`config.mk`:
```
export PLATFORM = sky130hd
export DESIGN_NAME = hio_dual_decoder
export DESIGN_NICKNAME = d
export VERILOG_FILES = /design/src/rtl/hio_pkg.sv /design/src/rtl/hio_rst_sync.sv /design/src/rtl/hio_cfg_regs.sv /design/src/rtl/hio_addr_match.sv /design/src/rtl/hio_chan_regs.sv /design/src/rtl/hio_dual_decoder.sv
export SDC_FILE = /design/constraint.sdc
export NUM_CORES = 1
export LEC_CHECK = 0
export ABC_CLOCK_PERIOD_IN_PS = 2600
export BUFFER_PORTS_ARGS = -buffer_cell sky130_fd_sc_hd__buf_2
export CORE_UTILIZATION = 53
export CTS_BUF_LIST = sky130_fd_sc_hd__clkbuf_4 sky130_fd_sc_hd__clkbuf_8 sky130_fd_sc_hd__clkbuf_16
export DETAILED_ROUTE_END_ITERATION = 12
export HOLD_SLACK_MARGIN = 0.03
export PLACE_DENSITY = 0.84
export SYNTH_ARGS = -nofsm -noshare
export SYNTH_HDL_FRONTEND = slang
export SYNTH_SLANG_ARGS = --single-unit
```
`constraint.sdc`:
```
create_clock -name clk -period 2.6 [get_ports clk]
set_input_delay 0.26 -clock clk [delete_from_list [all_inputs] [get_ports clk]]
set_output_delay 0.26 -clock clk [all_outputs]
set_load 0.05 [all_outputs]
```
`src/rtl/hio_pkg.sv`:
```
package hio_pkg;

  localparam int unsigned NCH    = 2;
  localparam int unsigned SEL_W  = 1;
  localparam int unsigned LOC_AW = 4;

  // control register bit positions
  localparam int unsigned CTRL_SEL    = 0;
  localparam int unsigned CTRL_EN_LSB = 1;

  typedef enum logic [LOC_AW-1:0] {
    LA_WIN_HI = 4'd0,
    LA_WIN_LO = 4'd1,
    LA_CTRL   = 4'd2,
    LA_OUT0   = 4'd3,
    LA_STAT0  = 4'd4,
    LA_IN0    = 4'd8,
    LA_FLAGS  = 4'd10
  } loc_reg_e;

  function automatic logic [LOC_AW-1:0] out_idx(int unsigned c);
    return LOC_AW'(LA_OUT0) + LOC_AW'(2 * c);
  endfunction

  function automatic logic [LOC_AW-1:0] stat_idx(int unsigned c);
    return LOC_AW'(LA_STAT0) + LOC_AW'(2 * c);
  endfunction

  function automatic logic [LOC_AW-1:0] in_idx(int unsigned c);
    return LOC_AW'(LA_IN0) + LOC_AW'(c);
  endfunction

endpackage

```
`src/rtl/hio_rst_sync.sv`:
```
module hio_rst_sync #(
  parameter int unsigned STAGES = 2
) (
  input  logic clk,
  input  logic rst_n,
  output logic rst_sync_n
);

  logic [STAGES-1:0] chain_q;
  logic [STAGES-1:0] chain_d;

  always_comb begin
    chain_d = {chain_q[STAGES-2:0], 1'b1};
  end

  always_ff @(posedge clk or negedge rst_n) begin
    if (!rst_n) begin
      chain_q <= '0;
    end else begin
      chain_q <= chain_d;
    end
  end

  assign rst_sync_n = chain_q[STAGES-1];

endmodule

```
`src/rtl/hio_cfg_regs.sv`:
```
module hio_cfg_regs
  import hio_pkg::*;
#(
  parameter int unsigned ADDR_W = 16,
  parameter int unsigned DATA_W = 8,
  parameter logic [NCH-1:0][ADDR_W-1:0] BASE_RST = {16'h0062, 16'h0060}
) (
  input  logic                         clk,
  input  logic                         rst_n,
  input  logic                         loc_we,
  input  logic [LOC_AW-1:0]            loc_addr,
  input  logic [DATA_W-1:0]            loc_wdata,
  output logic [NCH-1:0][ADDR_W-1:0]   base,
  output logic [NCH-1:0]               en,
  output logic [SEL_W-1:0]             sel
);

  localparam int unsigned HI_W = ADDR_W - DATA_W;

  logic             ctrl_we;
  logic             hi_we;
  logic             lo_we;
  logic [NCH-1:0]   en_q, en_d;
  logic [SEL_W-1:0] sel_q, sel_d;

  assign ctrl_we = loc_we && (loc_addr == LA_CTRL);
  assign hi_we   = loc_we && (loc_addr == LA_WIN_HI);
  assign lo_we   = loc_we && (loc_addr == LA_WIN_LO);

  always_comb begin
    sel_d = sel_q;
    en_d  = en_q;
    if (ctrl_we) begin
      sel_d = loc_wdata[CTRL_SEL +: SEL_W];
      en_d  = loc_wdata[CTRL_EN_LSB +: NCH];
    end
  end

  always_ff @(posedge clk or negedge rst_n) begin
    if (!rst_n) begin
      sel_q <= '0;
      en_q  <= '0;
    end else if (ctrl_we) begin
      sel_q <= sel_d;
      en_q  <= en_d;
    end
  end

  for (genvar c = 0; c < NCH; c++) begin : g_base
    logic              aimed;
    logic [ADDR_W-1:0] b_q, b_d;

    // staging window reaches this base only while its channel is idle
    assign aimed = (sel_q == SEL_W'(c)) && !en_q[c];

    always_comb begin
      b_d = b_q;
      if (hi_we && aimed) begin
        b_d[ADDR_W-1:DATA_W] = loc_wdata[HI_W-1:0];
      end
      if (lo_we && aimed) begin
        b_d[DATA_W-1:0] = loc_wdata;
      end
    end

    always_ff @(posedge clk or negedge rst_n) begin
      if (!rst_n) begin
        b_q <= BASE_RST[c];
      end else if ((hi_we || lo_we) && aimed) begin
        b_q <= b_d;
      end
    end

    assign base[c] = b_q;
  end

  assign en  = en_q;
  assign sel = sel_q;

endmodule

```
`src/rtl/hio_addr_match.sv`:
```
module hio_addr_match
  import hio_pkg::*;
#(
  parameter int unsigned ADDR_W    = 16,
  parameter int unsigned STEER_BIT = 2
) (
  input  logic [ADDR_W-1:0]          addr,
  input  logic [NCH-1:0][ADDR_W-1:0] base,
  input  logic [NCH-1:0]             en,
  output logic [NCH-1:0]             match,
  output logic [NCH-1:0]             grant
);

  localparam logic [ADDR_W-1:0] CMP_MASK = ~(ADDR_W'(1) << STEER_BIT);

  for (genvar c = 0; c < NCH; c++) begin : g_cmp
    assign match[c] = en[c] && (((addr ^ base[c]) & CMP_MASK) == '0);
  end

  // lowest channel index wins
  always_comb begin
    logic taken;
    taken = 1'b0;
    grant = '0;
    for (int c = 0; c < NCH; c++) begin
      grant[c] = match[c] && !taken;
      taken    = taken || match[c];
    end
  end

endmodule

```
`src/rtl/hio_chan_regs.sv`:
```
module hio_chan_regs #(
  parameter int unsigned DATA_W = 8
) (
  input  logic              clk,
  input  logic              rst_n,
  input  logic              hst_we,
  input  logic              hst_cmd,
  input  logic [DATA_W-1:0] hst_wdata,
  input  logic              out_we,
  input  logic              stat_we,
  input  logic [DATA_W-1:0] loc_wdata,
  output logic [DATA_W-1:0] in_q,
  output logic              cd_q,
  output logic [DATA_W-1:0] out_q,
  output logic [DATA_W-1:0] stat_q
);

  logic [DATA_W-1:0] in_d, out_d, stat_d;
  logic              cd_d;

  always_comb begin
    in_d   = in_q;
    cd_d   = cd_q;
    out_d  = out_q;
    stat_d = stat_q;
    if (hst_we) begin
      in_d = hst_wdata;
      cd_d = hst_cmd;
    end
    if (out_we) begin
      out_d = loc_wdata;
    end
    if (stat_we) begin
      stat_d = loc_wdata;
    end
  end

  always_ff @(posedge clk or negedge rst_n) begin
    if (!rst_n) begin
      in_q <= '0;
      cd_q <= 1'b0;
    end else if (hst_we) begin
      in_q <= in_d;
      cd_q <= cd_d;
    end
  end

  always_ff @(posedge clk or negedge rst_n) begin
    if (!rst_n) begin
      out_q <= '0;
    end else if (out_we) begin
      out_q <= out_d;
    end
  end

  always_ff @(posedge clk or negedge rst_n) begin
    if (!rst_n) begin
      stat_q <= '0;
    end else if (stat_we) begin
      stat_q <= stat_d;
    end
  end

endmodule

```
`src/rtl/hio_dual_decoder.sv`:
```
module hio_dual_decoder
  import hio_pkg::*;
#(
  parameter int unsigned ADDR_W    = 16,
  parameter int unsigned DATA_W    = 8,
  parameter int unsigned STEER_BIT = 2,
  parameter logic [NCH-1:0][ADDR_W-1:0] BASE_RST = {16'h0062, 16'h0060}
) (
  input  logic              clk,
  input  logic              rst_n,
  input  logic              hst_stb,
  input  logic              hst_wr,
  input  logic [ADDR_W-1:0] hst_addr,
  input  logic [DATA_W-1:0] hst_wdata,
  output logic [DATA_W-1:0] hst_rdata,
  input  logic              loc_we,
  input  logic [LOC_AW-1:0] loc_addr,
  input  logic [DATA_W-1:0] loc_wdata,
  output logic [DATA_W-1:0] loc_rdata
);

  localparam int unsigned HI_W = ADDR_W - DATA_W;

  logic                         rst_sync_n;
  logic [NCH-1:0][ADDR_W-1:0]   base;
  logic [NCH-1:0]               en;
  logic [SEL_W-1:0]             sel;
  logic [NCH-1:0]               match;
  logic [NCH-1:0]               grant;
  logic [NCH-1:0][DATA_W-1:0]   in_q;
  logic [NCH-1:0][DATA_W-1:0]   out_q;
  logic [NCH-1:0][DATA_W-1:0]   stat_q;
  logic [NCH-1:0]               cd_q;

  hio_rst_sync #(.STAGES(2)) u_rst (
    .clk        (clk),
    .rst_n      (rst_n),
    .rst_sync_n (rst_sync_n)
  );

  hio_cfg_regs #(
    .ADDR_W   (ADDR_W),
    .DATA_W   (DATA_W),
    .BASE_RST (BASE_RST)
  ) u_cfg (
    .clk       (clk),
    .rst_n     (rst_sync_n),
    .loc_we    (loc_we),
    .loc_addr  (loc_addr),
    .loc_wdata (loc_wdata),
    .base      (base),
    .en        (en),
    .sel       (sel)
  );

  hio_addr_match #(
    .ADDR_W    (ADDR_W),
    .STEER_BIT (STEER_BIT)
  ) u_match (
    .addr  (hst_addr),
    .base  (base),
    .en    (en),
    .match (match),
    .grant (grant)
  );

  for (genvar c = 0; c < NCH; c++) begin : g_chan
    logic hst_we_c;
    logic out_we_c;
    logic stat_we_c;

    assign hst_we_c  = hst_stb && hst_wr && grant[c];
    assign out_we_c  = loc_we && (loc_addr == out_idx(c));
    assign stat_we_c = loc_we && (loc_addr == stat_idx(c));

    hio_chan_regs #(.DATA_W(DATA_W)) u_regs (
      .clk       (clk),
      .rst_n     (rst_sync_n),
      .hst_we    (hst_we_c),
      .hst_cmd   (hst_addr[STEER_BIT]),
      .hst_wdata (hst_wdata),
      .out_we    (out_we_c),
      .stat_we   (stat_we_c),
      .loc_wdata (loc_wdata),
      .in_q      (in_q[c]),
      .cd_q      (cd_q[c]),
      .out_q     (out_q[c]),
      .stat_q    (stat_q[c])
    );
  end

  // host read path: steer bit picks status over output data
  always_comb begin
    hst_rdata = '0;
    if (hst_stb && !hst_wr) begin
      for (int c = 0; c < NCH; c++) begin
        if (grant[c]) begin
          hst_rdata = hst_addr[STEER_BIT] ? stat_q[c] : out_q[c];
        end
      end
    end
  end

  // local read path
  always_comb begin
    loc_rdata = '0;
    case (loc_addr)
      LA_WIN_HI: loc_rdata[HI_W-1:0] = base[sel][ADDR_W-1:DATA_W];
      LA_WIN_LO: loc_rdata = base[sel][DATA_W-1:0];
      LA_CTRL: begin
        loc_rdata[CTRL_SEL +: SEL_W]  = sel;
        loc_rdata[CTRL_EN_LSB +: NCH] = en;
      end
      LA_FLAGS: loc_rdata[NCH-1:0] = cd_q;
      default: ;
    endcase
    for (int c = 0; c < NCH; c++) begin
      if (loc_addr == out_idx(c))  loc_rdata = out_q[c];
      if (loc_addr == stat_idx(c)) loc_rdata = stat_q[c];
      if (loc_addr == in_idx(c))   loc_rdata = in_q[c];
    end
  end

endmodule

```
### Yosys cells after proc, flatten, opt, wreduce, memory -nomap -nowiden

Index checks and enable logic that the tools add are counted.

* output and inout bits: 16
* flip-flop bits (word level): 87
* logic and storage cells: 78
* input port bits: 41

* equality and inequality tests: 9
* reduce and logical (&&, ||, !) cells: 34
* bitwise logic cells: 3
* multiplexer cells: 16
* magnitude comparators: 1

Operators by type and width (number)
* $mux 8: 11
* $logic_not 16->1: 2
* $mux 16: 2
* $xor 16x16->16: 2
* $logic_and 1x1->1: 22
* $eq 4x3->1 const B: 3
* $eq 4x4->1 const B: 3
* $pmux 5 s2: 1
* $eq 4x2->1 const B: 2
* $pmux 2 s4: 1
* $reduce_and 2->1: 4
* $eq 4x1->1 const B: 1
* $logic_not 1->1: 4
* $logic_not 4->1: 1
* $pmux 1 s3: 1
* $lt 1x2->1 const B: 1
* $logic_or 1x1->1: 1
* $not 1->1: 1

### Logic depth before layout (Yosys ltp)

* depth in word-level cells: 9
* depth in mapped cells: 8
* mapped depth without buffers: 5

### Hierarchy

Synthesis repeated with hierarchy kept, for this count alone.

* cell total of the unflattened synthesis: 432
* area, all modules: 5185.0 µm²

By module, submodules not included
* hio_chan_regs: area each 1034.7 µm², times used 2, cells an instance 53, seq. area each 625.6 µm²
* hio_cfg_regs: area each 1382.6 µm², times used 1, cells an instance 80, seq. area each 882.1 µm²
* hio_dual_decoder: area each 1333.8 µm², times used 1, cells an instance 201, seq. area each 0.0 µm²
* hio_addr_match: area each 345.3 µm², times used 1, cells an instance 42, seq. area each 0.0 µm²
* hio_rst_sync: area each 53.8 µm², times used 1, cells an instance 3, seq. area each 50.0 µm²

### Worst setup path before layout

No wires, ideal clock.

* kind: register to output
* start: register u_cfg.g_base[0].b_q[5]
* end: output hst_rdata[5]
* required time: 2340 ps
* stages on the path, launching flop included: 8
* slack: -216 ps
* path buffers: 2
* data arrival time: 2556 ps
* path through: dfstp_2 -> xnor2_1 -> nand4_1 -> or4_1 -> buf_2 -> buf_2 -> or2_0 -> a21oi_1

* cells in the longest elaborated chain, start to end: 7
* elaborated cells on any way between the ends: 8
* classes of those cells: mux: 3; bitwise: 1; reduce/logical: 4

Ends and longest elaborated chain
* start: declaration: line hio_cfg_regs.sv:51 `logic [ADDR_W-1:0] b_q, b_d;`
* start signal: assignment: line hio_cfg_regs.sv:68 `b_q <= BASE_RST[c];`
* $xor 16x16->16 *: line hio_addr_match.sv:17 `assign match[c] = en[c] && (((addr ^ base[c]) & CMP_MASK) == '0);`
* $logic_not 16->1 *: line hio_addr_match.sv:17
* $logic_and 1x1->1 *: line hio_addr_match.sv:17
* $logic_not 1->1: line hio_addr_match.sv:26 `grant[c] = match[c] && !taken;`
* $logic_and 1x1->1: line hio_addr_match.sv:26
* $mux 8 *: line hio_dual_decoder.sv:97 `if (grant[c]) begin`
* $mux 8 *: line hio_dual_decoder.sv:95 `if (hst_stb && !hst_wr) begin`
* end: declaration: line hio_dual_decoder.sv:15 `output logic [DATA_W-1:0] hst_rdata,`

Every way passes the cells marked *; elsewhere a longest branch is shown, timed or not.

### Worst setup path in the final report

* start: register u_cfg.g_base[0].b_q[3]
* end: output hst_rdata[4]

The elaborated chain is that of the path after synthesis.

==> flow_summary.yaml <==
yosys:
  synth_fa_ha_area_share_pct: 0
  synthDominantAreaCellType: "dfrtp_1"
  synthTopCellsByArea: "dfrtp_1 (42%), mux2_2 (20%), xnor2_1 (5.4%)"
  synth_top_family_by_area: "multiplexers"
  syn_inst: 426
  syn-cell-area_mm2: 0.00489
  synth_cell_type_count: 45
  synth.avg_cell_area_um2: 11.5
  ys_ff_latch: 87
  synth_top_area_share_pct: 42.0
  async_flop_share_pct: 100
  synthMuxAreaShare_pct: 28.4
  synth_nets: 467
  ys_seq_area_share_pct: 44.7
  synth_edf_count: 0
  synth-xor-area-share_pct: 5.38
  synth_simple_gate_area_share_pct: 9.91
  yosysWarnings: 0
  synth_compound_area_share_pct: 9.17
  synth_ff_type: "dfrtp_1"
setup_path:
  path_class: "flip-flop to primary output"
  r2r_setup_slack_ns: 0.04
  cp.arrival_ns: 2.44
  r2r-end: "g_chan[0].u_regs.in_q[3]"
  worst-path-max-fanout: 8
  timing.rr.start: "u_cfg.g_base[0].b_q[3]"
  worstSetupEndpointType: "primary output"
  cp-start-kind: "flip-flop"
  worst_r2r_path_depth: 10
  critPathRequiredTime_ns: 2.34
clock_network:
  cts_buffers: 9
  cts_tree: "done"
  cts_sinks: 87
  clk_pin_slew_ns: 0.09
  clockRootBuffer: "clkbuf_8"
  clk_latency_ns: 0.36
  htree_levels: 3
  clock_path_buffers: 2
run:
  cap_violations: 0
global_route:
  grt_pass1_vias: 4119
  grt_antenna_before_repair: 0
  grt_usage_pct: 29.2
  grt_first_pass_wirelength_um: 21500
  grt_start_max_net_pins: 46
  overflow: 0
timing:
  maxSlewHeadroom_pct: 51.3
  timing.hold.ws_ns: 0.136
  setup_violations: 8
  finalWorstSetupSlack_ns: -0.0955
  finalHoldViolCount: 0
  fmax_mhz: 371
  worst_pin_slew_ns: 0.731
  drv_slew: 0
  period_needed_ns: 2.70
  timing.final.crit_share_pct: 104
  rsz0062_at_grt: "true"
  fin_skew_ns: 0.0114
hold_path:
  min_path_cells: 2
  min_path_type: "primary input to flip-flop"
  whs_endpoint: "g_chan[1].u_regs.in_q[0]"
  worstHoldStart: "hst_wdata[0]"
floorplan:
  io_pins: 57
  core_area_mm2: 0.00881
  die-area_mm2: 0.00961
  row_count: 34
  fp.dieW_um: 98.0
  chipHeight_um: 98.0
  start_util_pct: 55.5
routing:
  ant_nets: 0
  via_count: 3923
  viasPerCell: 6.52
  firstDrtPassIters: 11
  post_drt_wl_per_cell_um: 22.3
  wl_um: 13400
  drtIter0Drc: 362
  drcViolationCount: 3
power:
  power_frac_comb_pct: 25.2
  irDropWorstVdd_uv: 296
  internal_power_mw: 2.55
  p_sw_mw: 1.18
  p_per_area_mw_per_mm2: 647
  clkPwrFrac_pct: 26.2
  pwr-share-seq_pct: 48.6
  sw_frac_of_total_pct: 31.7
  p_leak_nw: 2.53
layout:
  fillers: 618
  finalNetCount: 530
  area_growth_pct: 18.2
  layout-drive-gt1-share_pct: 44.7
  stdcell_count: 602
  postLayoutCoreUtil_pct: 65.6
  stdcell_area_mm2: 0.00578
  n_antenna_cell: 0
placement:
  post-place-ws_ns: 0.0555
  hpwl_um: 8930
  place.port_buffers: 56
  dpl.cell_count: 577
  gp_congestion: 0.914
  placed_cell_area_mm2: 0.00533
outcome:
  status: "complete, but fails checks"
  violations: "DRC, setup timing"
## critical path: stages, from the launching register on
cell and delay [ns]:
dfrtp_1 0.43, xnor2_2 0.19, nand4_1 0.13, or4_4 0.60, buf_12 0.16, buf_16 0.13, buf_8 0.12, nand3_2 0.07
a21oi_2 0.06, buf_6 0.18
## through the flow
step | power (mW) | setup TNS (ns)
6_report | 3.74 | -0.665
5_1_grt | 3.90 | -1.13
4_1_cts | 3.71 | -0.204
3_5_place_dp | 2.71 | 0
3_3_place_gp | 2.66 | 0
2_1_floorplan | 2.43 | 0
## worst max path at each step
stage | depth (start not counted) | start | slack (ns) | to
2_1_floorplan | 0 | u_rst.chain_q[1] | 0.006 | g_chan[0].u_regs.cd_q
3_3_place_gp | 7 | u_cfg.g_base[0].b_q[5] | 0.12 | hst_rdata[3]
3_5_place_dp | 7 | u_cfg.g_base[0].b_q[6] | 0.06 | hst_rdata[3]
4_1_cts | 7 | u_cfg.g_base[0].b_q[15] | -0.03 | hst_rdata[3]
5_1_grt | 7 | u_cfg.g_base[0].b_q[3] | -0.16 | hst_rdata[4]
6_report | 9 | u_cfg.g_base[0].b_q[3] | -0.1 | hst_rdata[4]
## power groups by stage
stage	clock network [mW]	registers (mW)	logic, mW
2_1_floorplan	0	1.77	0.657
3_3_place_gp	0	1.81	0.846
3_5_place_dp	0	1.83	0.872
4_1_cts	0.988	1.81	0.915
5_1_grt	1.05	1.85	0.998
6_report	0.979	1.82	0.941
## cell families after synthesis
| kind of cell | count (synthesis) |
|---|---|
| multiplexers | 122 |
| AND/OR/NAND/NOR | 90 |
| XOR/XNOR | 30 |
| other | 1 |
| flip-flops | 87 |
| buffers and inverters | 27 |
| AO/OA/AOI/OAI | 69 |
## cell usage in the layout, fill, tap and decap left out, types with 4 or more instances in the layout
| cell | netlist | routed |
|---|---|---|
| o21ai_0 | 18 | 15 |
| a21oi_1 | 15 | 7 |
| o22a_1 | 4 | 4 |
| mux2_2 | 88 | 88 |
| xnor2_1 | 30 | 26 |
| nand3_1 | 10 | 9 |
| buf_2 | 6 | 48 |
| mux2_4 | 9 | 9 |
| o22ai_1 | 8 | 8 |
| buf_12 | 0 | 4 |
| nand2_1 | 29 | 29 |
| o31ai_1 | 4 | 4 |
| nand2b_1 | 5 | 5 |
| nor2_1 | 10 | 10 |
| buf_6 | 1 | 8 |
| buf_4 | 0 | 13 |
| xnor2_2 | 0 | 4 |
| dfstp_2 | 5 | 5 |
| a21oi_2 | 0 | 7 |
| dfrtp_1 | 82 | 81 |
| or2_4 | 0 | 6 |
| clkbuf_8 | 0 | 10 |
| nand4_1 | 8 | 8 |
| a31oi_1 | 5 | 5 |
| nor3_1 | 5 | 5 |
| mux2i_1 | 24 | 24 |
## state kept, by name, indices dropped and copies added (netlist names)
signal and cells:
g_chan.u_regs.cd_q 2, g_chan.u_regs.in_q 16, g_chan.u_regs.out_q 16, g_chan.u_regs.stat_q 16, u_cfg.en 2, u_cfg.g_base.b_q 32
u_cfg.sel 1, u_rst.chain_q 2
## routing by layer
metal	share of wire, %	global-route usage, %	up-vias
met1	39	35.5	1939
li1	-	-	1687
met5	0	0	-
met2	48	48.5	230
met4	5.8	16.8	0
met3	6.6	5.80	67
## Yosys cell counts, types with 2 or more instances
cell	count
buf_2	6
a211o_1	2
mux2i_1	24
dfstp_2	5
nor2_1	10
inv_1	3
nand2b_1	5
nand4_1	8
nor3_1	5
o211ai_1	2
o21ai_0	18
o22a_1	4
and3_1	3
a31oi_1	5
dfrtp_1	82
mux2_2	88
nand2_1	29
nand3_1	10
xnor2_1	30
nor4b_1	2
nor2b_1	3
or2_2	6
or2_0	2
o22ai_1	8
a32oi_1	3
nand3b_1	2
a21oi_1	15
clkbuf_1	14
o31ai_1	4
buf_1	3
mux2_4	9
o221a_2	3
## area by class of cell
class	instances	area (µm²)	area share, %
Clock inverter	5	57.6	0.997
Tap cell	108	135	2.34
Clock buffer	11	145	2.51
Multi-Input combinational cell	312	2680	46.4
Inverter	3	11.3	0.195
Sequential cell	87	2190	37.9
Timing Repair Buffer	76	561	9.71
## timing repair
| item | in CTS | in global routing |
|---|---|---|
| setup buffers | 6 | 1 |
| cloned | 1 | 0 |
| gates resized for setup | 31 | 1 |
| setup endpoints to repair | 8 | 23 |
| pin swaps | 22 | 2 |
| hold buffers | 1 | 0 |
| hold endpoints to repair | 2 | 0 |
No activity file was read; power rests on OpenSTA's default activity.
